==> src/rtl/fan_pkg.sv <==
package fan_pkg;

  typedef enum logic [1:0] {
    SPD_SLOW    = 2'd0,
    SPD_FAST    = 2'd1,
    SPD_FASTER  = 2'd2,
    SPD_FASTEST = 2'd3
  } speed_t;

  localparam int NUM_SPEEDS = 4;
  localparam int NSTEP      = NUM_SPEEDS - 1;
  localparam int MODE_W     = 3;

  // Fixed modes are the codes 1..NUM_SPEEDS; every other code means automatic.
  function automatic logic mode_is_fixed(input logic [MODE_W-1:0] m);
    return (m >= MODE_W'(1)) && (m <= MODE_W'(NUM_SPEEDS));
  endfunction

  function automatic speed_t mode_to_speed(input logic [MODE_W-1:0] m);
    logic [MODE_W-1:0] d;
    d = m - MODE_W'(1);
    return speed_t'(d[1:0]);
  endfunction

  // Rising request for the pair above the current speed.
  function automatic logic want_up(input speed_t s, input logic [NSTEP-1:0] up);
    case (s)
      SPD_SLOW:   return up[0];
      SPD_FAST:   return up[1];
      SPD_FASTER: return up[2];
      default:    return 1'b0;
    endcase
  endfunction

  // Falling request for the pair below the current speed.
  function automatic logic want_down(input speed_t s, input logic [NSTEP-1:0] dn);
    case (s)
      SPD_FAST:    return dn[0];
      SPD_FASTER:  return dn[1];
      SPD_FASTEST: return dn[2];
      default:     return 1'b0;
    endcase
  endfunction

endpackage

==> src/rtl/fan_thr_cmp.sv <==
module fan_thr_cmp
  import fan_pkg::*;
#(
  parameter int TEMP_W = 8,
  parameter int UP_THR [NSTEP] = '{37, 43, 48},
  parameter int DN_THR [NSTEP] = '{34, 39, 44}
) (
  input  logic [TEMP_W-1:0] temp_i,
  output logic [NSTEP-1:0]  up_hit,
  output logic [NSTEP-1:0]  dn_hit
);

  for (genvar k = 0; k < NSTEP; k++) begin : g_pair
    assign up_hit[k] = (temp_i >= TEMP_W'(UP_THR[k]));
    assign dn_hit[k] = (temp_i <= TEMP_W'(DN_THR[k]));
  end

endmodule

==> src/rtl/fan_auto_track.sv <==
module fan_auto_track
  import fan_pkg::*;
(
  input  logic             clk,
  input  logic             rst_n,
  input  logic             enable,
  input  logic             sample_vld,
  input  logic [NSTEP-1:0] up_hit,
  input  logic [NSTEP-1:0] dn_hit,
  output speed_t           speed_q,
  output logic             step_up,
  output logic             step_dn
);

  assign step_up = want_up(speed_q, up_hit);
  assign step_dn = want_down(speed_q, dn_hit);

  always_ff @(posedge clk or negedge rst_n) begin
    if (!rst_n)
      speed_q <= SPD_SLOW;
    else if (!enable)
      speed_q <= SPD_SLOW;
    else if (sample_vld && step_up)
      speed_q <= speed_t'(speed_q + 2'd1);
    else if (sample_vld && step_dn)
      speed_q <= speed_t'(speed_q - 2'd1);
  end

endmodule

==> src/rtl/fan_speed_ctrl.sv <==
module fan_speed_ctrl
  import fan_pkg::*;
#(
  parameter int TEMP_W = 8,
  parameter int UP_THR [NSTEP] = '{37, 43, 48},
  parameter int DN_THR [NSTEP] = '{34, 39, 44}
) (
  input  logic              clk,
  input  logic              rst_n,
  input  logic [TEMP_W-1:0] temp_i,
  input  logic              temp_vld_i,
  input  logic [2:0]        mode_i,
  output logic [1:0]        speed_o
);

  logic [NSTEP-1:0] up_hit;
  logic [NSTEP-1:0] dn_hit;
  logic             in_auto;
  logic             step_up;
  logic             step_dn;
  speed_t           auto_q;

  assign in_auto = !mode_is_fixed(mode_i);

  fan_thr_cmp #(
    .TEMP_W (TEMP_W),
    .UP_THR (UP_THR),
    .DN_THR (DN_THR)
  ) u_cmp (
    .temp_i (temp_i),
    .up_hit (up_hit),
    .dn_hit (dn_hit)
  );

  fan_auto_track u_track (
    .clk        (clk),
    .rst_n      (rst_n),
    .enable     (in_auto),
    .sample_vld (temp_vld_i),
    .up_hit     (up_hit),
    .dn_hit     (dn_hit),
    .speed_q    (auto_q),
    .step_up    (step_up),
    .step_dn    (step_dn)
  );

  assign speed_o = in_auto ? auto_q : mode_to_speed(mode_i);

endmodule

==> config.mk <==
export PLATFORM = sky130hd
export DESIGN_NAME = fan_speed_ctrl
export DESIGN_NICKNAME = d
export VERILOG_FILES = /design/src/rtl/fan_pkg.sv /design/src/rtl/fan_thr_cmp.sv /design/src/rtl/fan_auto_track.sv /design/src/rtl/fan_speed_ctrl.sv
export SDC_FILE = /design/constraint.sdc
export NUM_CORES = 1
export LEC_CHECK = 0
export ABC_AREA = 1
export BUFFER_PORTS_ARGS = -buffer_cell sky130_fd_sc_hd__clkbuf_2
export CAP_MARGIN = 20
export CORE_AREA = 5 5 42 44
export CTS_BUF_LIST = sky130_fd_sc_hd__clkbuf_8
export DETAILED_ROUTE_END_ITERATION = 7
export DIE_AREA = 0 0 47 49
export GPL_ROUTABILITY_DRIVEN = 0
export GPL_TIMING_DRIVEN = 0
export MAX_ROUTING_LAYER = met4
export PLACE_DENSITY = 0.71
export SYNTH_ARGS = -nofsm -noshare
export SYNTH_HDL_FRONTEND = slang
export SYNTH_SLANG_ARGS = --single-unit
export TNS_END_PERCENT = 10
==> constraint.sdc <==
create_clock -name clk -period 3.8 [get_ports clk]
set_input_delay 0.57 -clock clk [delete_from_list [all_inputs] [get_ports clk]]
set_output_delay 0.57 -clock clk [all_outputs]
set_load 0.03 [all_outputs]
* Word level (Yosys, flattened, before mapping) *
Cells that the tools add are included.

cells by class
  add/sub/neg operators = 3
  magnitude comparators = 8
  equal/unequal tests = 3
  multiplexer cells = 6
  reductions and logical operators = 5

operators with widths
  operator               count
  $ge A8 B6 Y1 const B   3
  $le A8 B6 Y1 const B   3
  $mux W2                4
  $pmux W1 S3            2
  $eq A2 B2 Y1 const B   2
  $sub A2 B1 Y2 const B  2
  $ge A3 B1 Y1 const B   1
  $le A3 B3 Y1 const B   1
  $logic_and A1 B1 Y1    3
  $reduce_bool A3 Y1     1
  $add A2 B1 Y2 const B  1
  $eq A2 B1 Y1 const B   1
  $logic_not A2 Y1       1

word-level totals
  register bits after elaboration = 2
  output and inout port bits = 2
  logic and storage cells = 26

* Logic depth before layout (Yosys ltp) *
Gate-level depths: netlist of run 1.

  depth after elaboration = 6
  mapped depth = 12
  depth with buffers taken out = 12

* By module *
A second synthesis of run 1 with hierarchy kept.

second synthesis, totals
  cells, all modules = 90
  area, all modules = 529.3 µm²

modules (own cells, without submodules)
  module          instances  cells each  area each (µm²)  seq. area each (µm²)
  fan_auto_track  1          39          279.0            50.0
  fan_thr_cmp     1          34          163.9            0.0
  fan_speed_ctrl  1          17          86.3             0.0

* Least setup slack after synthesis of run 1 *
Ideal clock, no wire load.

  path type = input port to output port
  start point = input port mode_i[1]
  end point = output port speed_o[0]
  arrival time = 1.521 ns
  data required time = 3.230 ns
  slack = 1.709 ns
  cell stages on the path = 8
  cells stage by stage = inv_2 > ha_1 > nor2_1 > nand2_1 > o21ai_4 > inv_1 > nor2_1 > a21oi_1

between the ends
  word-level cells in the longest chain between the ends = 3

ends and longest elaborated chain
  what                                                 line                  text
  start: declaration                                   fan_speed_ctrl.sv:12  input logic [2:0] mode_i,
  $ge A3 B1 Y1 / $le A3 B3 Y1 (equally long branches)  fan_pkg.sv:16         return (m >= MODE_W'(1)) && (m <= MODE_W'(NUM_SPEEDS));
  $logic_and A1 B1 Y1 (*)                              fan_pkg.sv:16
  $mux W2 (*)                                          fan_speed_ctrl.sv:47  assign speed_o = in_auto ? auto_q : mode_to_speed(mode_i);
  end: declaration                                     fan_speed_ctrl.sv:13  output logic [1:0] speed_o

Mark *: on every way between the ends. The rest lies on a longest branch, timed or not.

* Final worst setup path of run 1 *
  start point = input port mode_i[0]
  end point = output port speed_o[0]

between the ends
  word-level cells in the longest chain between the ends = 3

ends and longest elaborated chain
  what                                                 line
  $ge A3 B1 Y1 / $le A3 B3 Y1 (equally long branches)  fan_pkg.sv:16
  $logic_and A1 B1 Y1                                  fan_pkg.sv:16
  $mux W2 (*)                                          fan_speed_ctrl.sv:47

Marks and branches as above.

==> flow_summary.rst, run 1 <==
.. list-table::
   :header-rows: 1

   * - Metric
     - Value
   * - Result of the run
     - finished, final reports clean
   * - Total number of vias
     - 509
   * - GRT busiest layer
     - met2
   * - Count of buffers inserted at the top-level ports
     - 15
   * - Adder-Cell Fraction of Synth Area
     - 18.9%
   * - Tmin final
     - 2.33 ns
   * - Final Routed Wirelength
     - 978 µm
   * - Part of the Yosys area used for sequential elements
     - 9.43%
   * - Arrival time of data at the critical path endpoint
     - 1.76 ns
   * - Top library cells by usage in the layout, fill and taps aside
     - nand2_1, inv_1, clkbuf_2, ha_1, nand2_2
   * - DRC Markers
     - 0
   * - Post-layout net count
     - 123
   * - Critical path endpoint category
     - output pin
   * - Highest clock frequency the design can meet
     - 430 MHz
   * - Mapped Avg Cell Area
     - 6.55 µm²
   * - Worst relative slew slack
     - 87.1%
   * - Buffers from clock root to sink, at most
     - 2
   * - Path class of the lowest-slack min-delay path
     - in2async
   * - Fraction of post-synthesis cell area in the top cell type by area
     - 18.9%
   * - Final setup vio count
     - 0
   * - Post-CTS Setup Bufs
     - 0
   * - Switching part of the total power
     - 44.5%
   * - Data required time at the worst endpoint
     - 3.23 ns
   * - Xor and xnor area share after synthesis
     - 0%
   * - Layout overhead on the synthesized area
     - 25.7%
   * - Initial antenna violation count
     - 0
   * - Worst-Margin Slew
     - 0.193 ns
   * - Post-synthesis compound-gate area fraction
     - 7.55%
   * - Hold slack final
     - 0.132 ns
   * - CTS root buf
     - clkbuf_8
   * - Ports
     - 16
   * - Max reg flops
     - 2
   * - Biggest registers after layout
     - u_track.speed_q (2)
   * - Tot GR Track Use
     - 10.8%
   * - Part of the power in registers
     - 14.9%
   * - Summed instance area of the synthesized netlist
     - 531 µm²
   * - Worst path slowest cell
     - ha_1
   * - Power spent charging and discharging nets
     - 0.000132 W
   * - Final period utilization
     - 61.2%
   * - Met1 demand-to-capacity share in global routing
     - 11.0%
   * - Die outline width
     - 47 µm
   * - Power, Total
     - 0.000296 W
   * - Fraction of power consumed by combinational cells
     - 56.0%
   * - Number of max-cap violations
     - 0
   * - DRC marker count from the first detailed-route iteration
     - 6
   * - Final Util
     - 47.6%
   * - Dominant combinational cell family by area after synthesis
     - simple AND/OR/NAND/NOR gates
   * - Antenna diodes
     - 0
   * - Via count of the first global-routing pass
     - 475
   * - Max FO, Critical Path
     - 5
   * - Met2 usage
     - 17.2%
   * - Via-per-instance ratio
     - 4.43
   * - Cell chain of the critical path
     - clkbuf_2 > inv_1 > ha_1 > nor2_1 > clkinv_1 > o21ai_4 > inv_1 > nor2_1 > a21oi_1 > clkbuf_2
   * - Gate Count Post-Synth
     - 81
   * - Number of inserted filler cells in the final layout
     - 147
   * - Post-Place Setup Slack
     - 1.45 ns
   * - Hold_buf cts
     - 0
   * - Relative contribution of the clock network to total power
     - 29.1%
   * - Largest area contributor in the netlist
     - ha_1
   * - Count of yosys warnings during synthesis
     - 0
   * - Power per cell area
     - 444 nW/µm²
   * - Die outline area
     - 2300 µm²
   * - Setup TNS after final layout
     - 0 ns
   * - Post-route clock skew
     - 0.00443 ns
   * - Pin count of the biggest net entering global routing
     - 7
   * - First-pass DRT Iterations
     - 4
   * - Avg WL per Cell
     - 8.50 µm
   * - Synthesized Nets
     - 103
   * - Remaining antenna violation count
     - 0
   * - CP Class
     - in2out
   * - Final-report max-slew violation count
     - 0
   * - Commonest non-fill, non-tap cell in the layout
     - nand2_1
   * - Clock-pin transition on the worst setup and hold timing paths
     - 0.03 ns
   * - Die H
     - 49 µm
   * - Initial standard-cell utilization of the core
     - 37.9%
   * - Clock tree from TritonCTS
     - done
   * - Std cell rows
     - 14
   * - Area of the core region
     - 1400 µm²
   * - Fin. Hold Viols
     - 0
   * - Global-route wire length before repair
     - 1.75 mm
   * - GR met3 Demand/Resource
     - 2.21%
   * - Final setup slack of the worst path
     - 1.47 ns
   * - Basic-gate share of the synthesized area counting and, or, nand and nor cells
     - 49.8%
   * - Post-CTS resize count
     - 0
   * - Total CTS buffers
     - 3
   * - Biggest area contributors in the synthesized netlist
     - ha_1, nand2_1, inv_1
   * - Leakage power figure
     - 0.398 nW
   * - Mux share of post-synthesis cell area
     - 0%
   * - Maximum VDD drop
     - 0.342 mV
   * - HPWL after DPL
     - 863 µm
   * - Kind of launch point of the worst setup path
     - input port
   * - RSZ-0062 raised after global routing
     - false
   * - Worst-Skew Late Latency
     - 0.22 ns
   * - Cell variety after synth
     - 24
   * - Slowest stage delay, CP
     - 0.18 ns
   * - Layout cell share with drive strength beyond 1
     - 37.4%
   * - Sinks on the clock net
     - 2
   * - Level count of the clock H-tree
     - 1
   * - Post-synthesis register bit count
     - 2
   * - Int Pwr
     - 0.000164 W
   * - Largest Register
     - u_track.speed_q
   * - Congestion Overflow GR
     - 0
## per-layer routing
layer / part of all wire (%) / routed length, µm
met1: 41 / 399
met2: 51 / 496
met3: 6.0 / 59
met4: 2.4 / 23
met5: 0 / 0
## Yosys cell counts
cell      instances
a21oi_1           1
nand4_1           1
nand2_4           2
nand3_2           2
nand2_1          20
nor2_2            1
inv_2             2
o21ai_1           1
inv_1            15
nand3b_2          1
o21ai_4           1
nand3_1           3
nor2_4            1
ha_1              8
nand2_2           6
dfrtp_1           2
clkinv_1          2
o21ai_0           1
nand3b_1          1
nor2_1            5
nor2_8            1
o21ai_2           1
clkinv_2          1
or2_0             2
## final cells by class
type / instances / area [µm²] / share of cell area (%)
clock buffer: 3 / 41.3 / 6.19
inverter: 20 / 76.3 / 11.4
multi-input combinational: 59 / 404 / 60.6
sequential: 2 / 50.0 / 7.50
tap: 16 / 20.0 / 3.00
timing repair buffer: 15 / 75.1 / 11.3
## path summary, 6_finish.rpt
check	start	endpoint	slack (ns)	cells after the start
min reg2reg	u_track.speed_q[1]	u_track.speed_q[1]	0.63	2
max in group asynchronous	rst_n	u_track.speed_q[1]	3.57	1
min in group clk	u_track.speed_q[1]	u_track.speed_q[1]	0.63	2
max reg2reg	u_track.speed_q[0]	u_track.speed_q[0]	2.14	11
max	mode_i[0]	speed_o[0]	1.47	10
min	rst_n	u_track.speed_q[0]	0.13	1
## per-stage QoR
step	cell area, µm²	std cells
5_1_grt	667	115
3_3_place_gp	626	112
4_1_cts	667	115
6_report	667	115
2_1_floorplan	531	81
3_5_place_dp	626	112
## power groups by stage
stage                     sequential [W]  combinational [W]   clock, W
final                          0.0000441           0.000166  0.0000863
after global routing           0.0000469           0.000190  0.0000947
after CTS                      0.0000452           0.000168  0.0000895
after detailed placement       0.0000453           0.000168          0
after global placement         0.0000447           0.000162          0
after floorplan                0.0000408           0.000134          0
## cell families (layout without fill, tap and decap cells)
group / Yosys count / in the layout
flops: 2 / 2
simple gates: 46 / 46
buf+inv: 20 / 38
compound gates: 5 / 5
fa+ha+maj: 8 / 8
## worst max-delay path, delay by kind of cell
family                     cells  cell delay, ns
buffers and inverters          5            0.56
AOI/OAI and AO/OA              2            0.17
and+or+nand+nor                2            0.27
adders and majority gates      1            0.18
No activity file was read; power rests on OpenSTA's default activity.
==> inputs of run 2 (changes only) <==
--- a/config.mk
+++ b/config.mk
@@ -15,7 +15,7 @@
 export GPL_ROUTABILITY_DRIVEN = 0
 export GPL_TIMING_DRIVEN = 0
 export MAX_ROUTING_LAYER = met4
-export PLACE_DENSITY = 0.71
+export PLACE_DENSITY = 0.74
 export SYNTH_ARGS = -nofsm -noshare
 export SYNTH_HDL_FRONTEND = slang
 export SYNTH_SLANG_ARGS = --single-unit
==> constraint.sdc (replaced) <==
create_clock -name clk -period 1.94 [get_ports clk]
set_input_delay 0.291 -clock clk [delete_from_list [all_inputs] [get_ports clk]]
set_output_delay 0.291 -clock clk [all_outputs]
set_load 0.03 [all_outputs]
==> run 2 against run 1 <==
Net effect:
- flip-flop and latch count unchanged
- via count decreased by 2.0%
- die area unchanged
- routed wire length decreased by 5.5%
- setup slack got worse by 1.2 ns
- utilization increased by 0.89 points
==> flow_summary.rst, run 2 (same netlist as run 1, synthesis figures left out) <==
.. list-table::
   :header-rows: 1

   * - Metric
     - Value
   * - Level count of the clock H-tree
     - 1 (unchanged)
   * - Count of buffers inserted at the top-level ports
     - 15 (unchanged)
   * - Avg WL per Cell
     - 7.97 µm (was 8.50 µm)
   * - Remaining antenna violation count
     - 0 (unchanged)
   * - Number of inserted filler cells in the final layout
     - 155 (was 147)
   * - Fin. Hold Viols
     - 0 (unchanged)
   * - Ports
     - 16 (unchanged)
   * - Result of the run
     - finished, final reports clean (unchanged)
   * - Data required time at the worst endpoint
     - 1.65 ns (was 3.23 ns)
   * - Worst-Margin Slew
     - 0.192 ns (was 0.193 ns)
   * - Die outline width
     - 47 µm (unchanged)
   * - Total instance count after detailed placement
     - 112 (unchanged)
   * - Highest clock frequency the design can meet
     - 583 MHz
   * - Congestion Overflow GR
     - 0 (unchanged)
   * - Die H
     - 49 µm (unchanged)
   * - Final period utilization
     - 88.4%
   * - Final setup vio count
     - 0 (unchanged)
   * - Final Util
     - 48.5% (was 47.6%)
   * - Tmin final
     - 1.71 ns
   * - Total number of vias
     - 499 (was 509)
   * - DRC Markers
     - 0 (unchanged)
   * - Initial antenna violation count
     - 0 (unchanged)
   * - Via-per-instance ratio
     - 4.30 (was 4.43)
   * - Largest Register
     - u_track.speed_q (unchanged)
   * - Worst relative slew slack
     - 87.2% (was 87.1%)
   * - Biggest registers after layout
     - u_track.speed_q (2) (unchanged)
   * - Max reg flops
     - 2 (unchanged)
   * - Power per cell area
     - 844 nW/µm² (was 444 nW/µm²)
   * - Path class of the lowest-slack min-delay path
     - in2async (unchanged)
   * - Final-report max-slew violation count
     - 0 (unchanged)
   * - RSZ-0062 raised after global routing
     - false (unchanged)
   * - Global-route wire length before repair
     - 1.69 mm (was 1.75 mm)
   * - Final Routed Wirelength
     - 924 µm (was 978 µm)
   * - CP Class
     - in2out (unchanged)
   * - DRC marker count from the first detailed-route iteration
     - 3 (was 6)
   * - Buffers from clock root to sink, at most
     - 2 (unchanged)
   * - Commonest non-fill, non-tap cell in the layout
     - nand2_1 (unchanged)
   * - Via count of the first global-routing pass
     - 464 (was 475)
   * - Total cell area at the placement stage
     - 626 µm² (unchanged)
   * - Critical path endpoint category
     - output pin (unchanged)
   * - Leakage power figure
     - 0.402 nW (was 0.398 nW)
   * - Initial standard-cell utilization of the core
     - 37.9% (unchanged)
   * - Layout cell share with drive strength beyond 1
     - 38.0% (was 37.4%)
   * - Std cell rows
     - 14 (unchanged)
   * - Pin count of the biggest net entering global routing
     - 7 (unchanged)
   * - Clock tree from TritonCTS
     - done (unchanged)
   * - Clock-pin transition on the worst setup and hold timing paths
     - 0.03 ns (about the same)
   * - Antenna diodes
     - 0 (unchanged)
   * - Sinks on the clock net
     - 2 (unchanged)
   * - Post-CTS Setup Bufs
     - 0 (unchanged)
   * - Post-route clock skew
     - 0.00178 ns (was 0.00443 ns)
   * - Top library cells by usage in the layout, fill and taps aside
     - nand2_1, inv_1, clkbuf_2, ha_1, nand2_2 (unchanged)
   * - Worst-Skew Late Latency
     - 0.21 ns (was 0.22 ns)
   * - Layout overhead on the synthesized area
     - 28.1% (was 25.7%)
   * - Number of max-cap violations
     - 0 (unchanged)
   * - Post-layout net count
     - 124 (was 123)
   * - Area of the core region
     - 1400 µm² (unchanged)
   * - Die outline area
     - 2300 µm² (unchanged)
   * - Max FO, Critical Path
     - 5 (unchanged)
   * - Tot GR Track Use
     - 10.2% (was 10.8%)
   * - Non-Filler Cell Area, Final
     - 679 µm² (was 667 µm²)
   * - CTS root buf
     - clkbuf_8 (unchanged)
   * - Kind of launch point of the worst setup path
     - input port (unchanged)
   * - Total CTS buffers
     - 3 (unchanged)
   * - Post-Layout Cell Count
     - 116 (was 115)
   * - First-pass DRT Iterations
     - 2 (was 4)
   * - Maximum VDD drop
     - 0.559 mV (was 0.342 mV)
   * - HPWL after DPL
     - 819 µm (was 863 µm)
   * - Arrival time of data at the critical path endpoint
     - 1.42 ns (was 1.76 ns)
   * - Setup TNS after final layout
     - 0 ns (unchanged)
-- run 2: metrics by stage --
step / hold WS [ns] / power (W) / worst slack [ns]
6_report: 0.396 / 0.000573 / 0.226
5_1_grt: 0.399 / 0.000650 / 0.0424
3_3_place_gp: 0.0760 / 0.000404 / 0.199
2_1_floorplan: -0.00459 / 0.000343 / 0.407
4_1_cts: 0.394 / 0.000579 / 0.183
3_5_place_dp: 0.0777 / 0.000413 / 0.184
-- run 2: final timing paths --
path,startpoint,to,slack (ns),depth (start not counted)
max,mode_i[0],speed_o[0],0.23,10
min,rst_n,u_track.speed_q[1],0.40,2
max reg2reg,u_track.speed_q[0],u_track.speed_q[0],0.27,11
min reg2reg,u_track.speed_q[1],u_track.speed_q[1],0.63,2
max in group asynchronous,rst_n,u_track.speed_q[0],1.45,2
min in group clk,mode_i[0],u_track.speed_q[1],0.47,4
-- run 2: worst max-delay path, cell delays in order --
cell and delay [ns]:
clkbuf_2 0.14, inv_1 0.06, ha_1 0.18, nor2_1 0.10, clkinv_1 0.12, o21ai_4 0.11
inv_1 0.07, nor2_2 0.11, a21oi_1 0.05, clkbuf_2 0.18
-- run 2: metal layers --
metal	wire, µm	vias to the layer above	global-route usage, %
li1	-	278	-
met1	389	210	10.5
met2	488	11	16.3
met3	45	0	3.32
met4	0	0	5.53
met5	0	-	-
-- run 2: report_power, final --
| group | internal [W] | switching (W) | leakage, nW | total, W |
|---|---|---|---|---|
| Sequential | 0.0000591 | 0.0000283 | 0.0258 | 0.0000874 |
| Clock | 0.000131 | 0.0000290 | 0.0216 | 0.000160 |
| Combinational | 0.000134 | 0.000192 | 0.354 | 0.000326 |
-- run 2: final cells by class --
cell class | instances | area (µm²) | area share [%]
well taps | 16 | 20.0 | 2.95
clock buffers | 3 | 41.3 | 6.08
multi-input cells | 59 | 407 | 59.9
repair buffers | 16 | 85.1 | 12.5
flip-flops and latches | 2 | 50.0 | 7.37
inverters | 20 | 76.3 | 11.2
-- run 2: what timing repair did --
action	4_1_cts	5_1_grt
hold buffers	1	0
endpoints found under the hold margin	2	0
gates resized for setup	0	1
endpoints found under the setup margin	0	1
==> inputs of run 3 (changes only) <==
--- a/config.mk
+++ b/config.mk
@@ -15,7 +15,7 @@
 export GPL_ROUTABILITY_DRIVEN = 0
 export GPL_TIMING_DRIVEN = 0
 export MAX_ROUTING_LAYER = met4
-export PLACE_DENSITY = 0.74
+export PLACE_DENSITY = 0.67
 export SYNTH_ARGS = -nofsm -noshare
 export SYNTH_HDL_FRONTEND = slang
 export SYNTH_SLANG_ARGS = --single-unit
==> run 3 against run 2 <==
Net effect:
- die area unchanged
- final cell count is the same
- critical endpoint unchanged
- critical path depth stayed put
- total power down 0.34%
- combinational power barely moved
- routed wire length increased by 3.8%
- flip-flop and latch count did not move
- fmax shrank 1.9%
- largest cell class unchanged
- setup slack got worse by 0.033 ns
- global-route usage decreased by 0.087 points
==> flow_summary.rst, run 3 (same netlist as run 1, synthesis figures left out) <==
.. list-table::
   :header-rows: 1

   * - Metric
     - Value
   * - Largest Register
     - u_track.speed_q (unchanged)
   * - DRC marker count from the first detailed-route iteration
     - 2 (was 3)
   * - Tot GR Track Use
     - 10.1% (was 10.2%)
   * - Cells on worst reg2reg path
     - 11 (unchanged)
   * - CP Class
     - in2out (unchanged)
   * - Die outline width
     - 47 µm (unchanged)
   * - Largest delay share family, worst path
     - buffers and inverters (unchanged)
   * - Level count of the clock H-tree
     - 1 (unchanged)
   * - HPWL after DPL
     - 834 µm (was 819 µm)
   * - DRC Markers
     - 0 (unchanged)
   * - Layout overhead on the synthesized area
     - 27.6% (was 28.1%)
   * - Antenna diodes
     - 0 (unchanged)
   * - Number of max-cap violations
     - 0 (unchanged)
   * - Avg WL per Cell
     - 8.27 µm (was 7.97 µm)
   * - Post-route clock skew
     - 0.00131 ns (was 0.00178 ns)
   * - Via-per-instance ratio
     - 4.36 (was 4.30)
   * - Final-report max-slew violation count
     - 0 (unchanged)
   * - Post-CTS resize count
     - 0 (unchanged)
   * - Fin. Hold Viols
     - 0 (unchanged)
   * - Post-layout net count
     - 124 (unchanged)
   * - Die H
     - 49 µm (unchanged)
   * - Power per cell area
     - 844 nW/µm² (about the same)
   * - Hold_buf cts
     - 1 (unchanged)
   * - Leakage power figure
     - 0.402 nW (about the same)
   * - Ports
     - 16 (unchanged)
   * - Worst-Skew Late Latency
     - 0.21 ns (about the same)
   * - Top library cells by usage in the layout, fill and taps aside
     - nand2_1, inv_1, clkbuf_2, ha_1, nand2_2 (unchanged)
   * - Sinks on the clock net
     - 2 (unchanged)
   * - Congestion Overflow GR
     - 0 (unchanged)
   * - Total number of vias
     - 506 (was 499)
   * - Post-CTS Setup Bufs
     - 0 (unchanged)
   * - Clock tree from TritonCTS
     - done (unchanged)
   * - Clock-pin transition on the worst setup and hold timing paths
     - 0.03 ns (about the same)
   * - Int Pwr
     - 0.000321 W (was 0.000324 W)
   * - Critical path endpoint category
     - output pin (unchanged)
   * - Setup TNS after final layout
     - 0 ns (unchanged)
   * - Layout cell share with drive strength beyond 1
     - 37.0% (was 38.0%)
   * - Total CTS buffers
     - 3 (unchanged)
   * - Result of the run
     - finished, final reports clean (unchanged)
   * - Via count of the first global-routing pass
     - 431 (was 464)
   * - Worst-Margin Slew
     - 0.215 ns (was 0.192 ns)
   * - Reg area
     - 50.0 µm² (unchanged)
   * - Global-route wire length before repair
     - 1.66 mm (was 1.69 mm)
   * - Number of buffer and inverter instances along the worst setup path
     - 5 (unchanged)
   * - Hold slack final
     - 0.396 ns (about the same)
   * - CTS root buf
     - clkbuf_8 (unchanged)
   * - Reg-to-reg endpoint
     - u_track.speed_q[0] (unchanged)
   * - Switching part of the total power
     - 43.7% (was 43.4%)
   * - Fraction of power consumed by combinational cells
     - 56.7% (was 56.8%)
   * - Commonest non-fill, non-tap cell in the layout
     - nand2_1 (unchanged)
   * - Initial antenna violation count
     - 0 (unchanged)
   * - Buffers from clock root to sink, at most
     - 2 (unchanged)
   * - Worst path slowest cell
     - ha_1 (unchanged)
   * - Arrival time of data at the critical path endpoint
     - 1.46 ns (was 1.42 ns)
   * - Slowest stage delay, CP
     - 0.18 ns (about the same)
   * - Part of the power in registers
     - 15.6% (was 15.3%)
   * - Path class of the lowest-slack min-delay path
     - in2async (unchanged)
   * - RSZ-0062 raised after global routing
     - false (unchanged)
   * - Std cell rows
     - 14 (unchanged)
   * - Maximum VDD drop
     - 0.735 mV (was 0.559 mV)
   * - Die outline area
     - 2300 µm² (unchanged)
   * - Relative contribution of the clock network to total power
     - 27.8% (was 27.9%)
   * - Kind of launch point of the worst setup path
     - input port (unchanged)
   * - Initial standard-cell utilization of the core
     - 37.9% (unchanged)
   * - Tmin final
     - 1.75 ns (was 1.71 ns)
   * - Number of inserted filler cells in the final layout
     - 147 (was 155)
   * - Pin count of the biggest net entering global routing
     - 7 (unchanged)
   * - Final period utilization
     - 90.1% (was 88.4%)
   * - First-pass DRT Iterations
     - 4 (was 2)
   * - Worst-case register-to-register setup slack
     - 0.28 ns (was 0.27 ns)
   * - Final setup vio count
     - 0 (unchanged)
   * - Area of the core region
     - 1400 µm² (unchanged)
   * - Max FO, Critical Path
     - 5 (unchanged)
   * - Biggest registers after layout
     - u_track.speed_q (2) (unchanged)
   * - Highest clock frequency the design can meet
     - 572 MHz (was 583 MHz)
   * - Max reg flops
     - 2 (unchanged)
   * - Count of buffers inserted at the top-level ports
     - 15 (unchanged)
   * - Power spent charging and discharging nets
     - 0.000250 W (was 0.000249 W)
   * - Remaining antenna violation count
     - 0 (unchanged)
   * - Data required time at the worst endpoint
     - 1.65 ns (about the same)
   * - Cell chain of the critical path
     - clkbuf_2 > inv_1 > ha_1 > nor2_1 > clkinv_1 > o21ai_4 > inv_1 > nor2_1 > a21oi_1 > clkbuf_2 (was clkbuf_2 > inv_1 > ha_1 > nor2_1 > clkinv_1 > o21ai_4 > inv_1 > nor2_2 > a21oi_1 > clkbuf_2)
   * - Area occupied by multi-input gates
     - 404 µm² (was 407 µm²)
   * - Final Routed Wirelength
     - 959 µm (was 924 µm)
   * - Reg2reg start
     - u_track.speed_q[0] (unchanged)
   * - Worst relative slew slack
     - 85.6% (was 87.2%)
-- run 3: through the flow --
step                power (W)  instances  setup slack (ns)  utilization (%)  cell area (µm²)
CTS                  0.000587        116             0.173             48.3              677
global route         0.000645        116            0.0862             48.3              677
finish               0.000571        116             0.193             48.3              677
global placement     0.000407        112             0.199             44.6              626
floorplan            0.000343         81             0.407                -              531
detailed placement   0.000420        112             0.177             44.6              626
-- run 3: worst max-delay path by stage --
| stage | from | to | slack [ns] | depth (start not counted) |
|---|---|---|---|---|
| after global routing | mode_i[0] | speed_o[0] | 0.09 | 10 |
| after CTS | mode_i[0] | speed_o[0] | 0.17 | 10 |
| after detailed placement | mode_i[0] | speed_o[0] | 0.18 | 10 |
| after global placement | mode_i[0] | speed_o[0] | 0.20 | 10 |
| final | mode_i[0] | speed_o[0] | 0.19 | 10 |
| after floorplan | mode_i[1] | speed_o[0] | 0.41 | 8 |
-- run 3: cell type report --
| cell class | instances | area share [%] |
|---|---|---|
| timing repair buffer | 16 | 12.6 |
| multi-input combinational | 59 | 59.7 |
| clock buffer | 3 | 6.10 |
| tap | 16 | 2.96 |
| inverter | 20 | 11.3 |
| sequential | 2 | 7.39 |
-- run 3: layer usage --
| layer | track usage [%] | part of all wire (%) | vias up |
|---|---|---|---|
| li1 | - | - | 279 |
| met1 | 11.6 | 43 | 211 |
| met2 | 14.9 | 49 | 14 |
| met3 | 2.21 | 6.9 | 2 |
| met4 | 6.91 | 0.83 | 0 |
| met5 | - | 0 | - |
-- run 3: power groups by stage --
stage | Clock (W) | Sequential, W | Combinational, W
final | 0.000159 | 0.0000889 | 0.000324
after floorplan | 0 | 0.0000799 | 0.000263
after CTS | 0.000165 | 0.0000922 | 0.000330
after detailed placement | 0 | 0.0000927 | 0.000328
after global routing | 0.000176 | 0.0000962 | 0.000373
after global placement | 0 | 0.0000886 | 0.000318
-- run 3: worst reg2reg max path, stage by stage (launching register included) --
cell	delay, ns
dfrtp_1	0.42
inv_1	0.14
ha_1	0.23
or2_0	0.21
nand2_1	0.08
nand3b_2	0.09
nand3_2	0.10
nand2_2	0.05
inv_2	0.07
nand2_4	0.06
nand2_2	0.06
o21ai_2	0.05
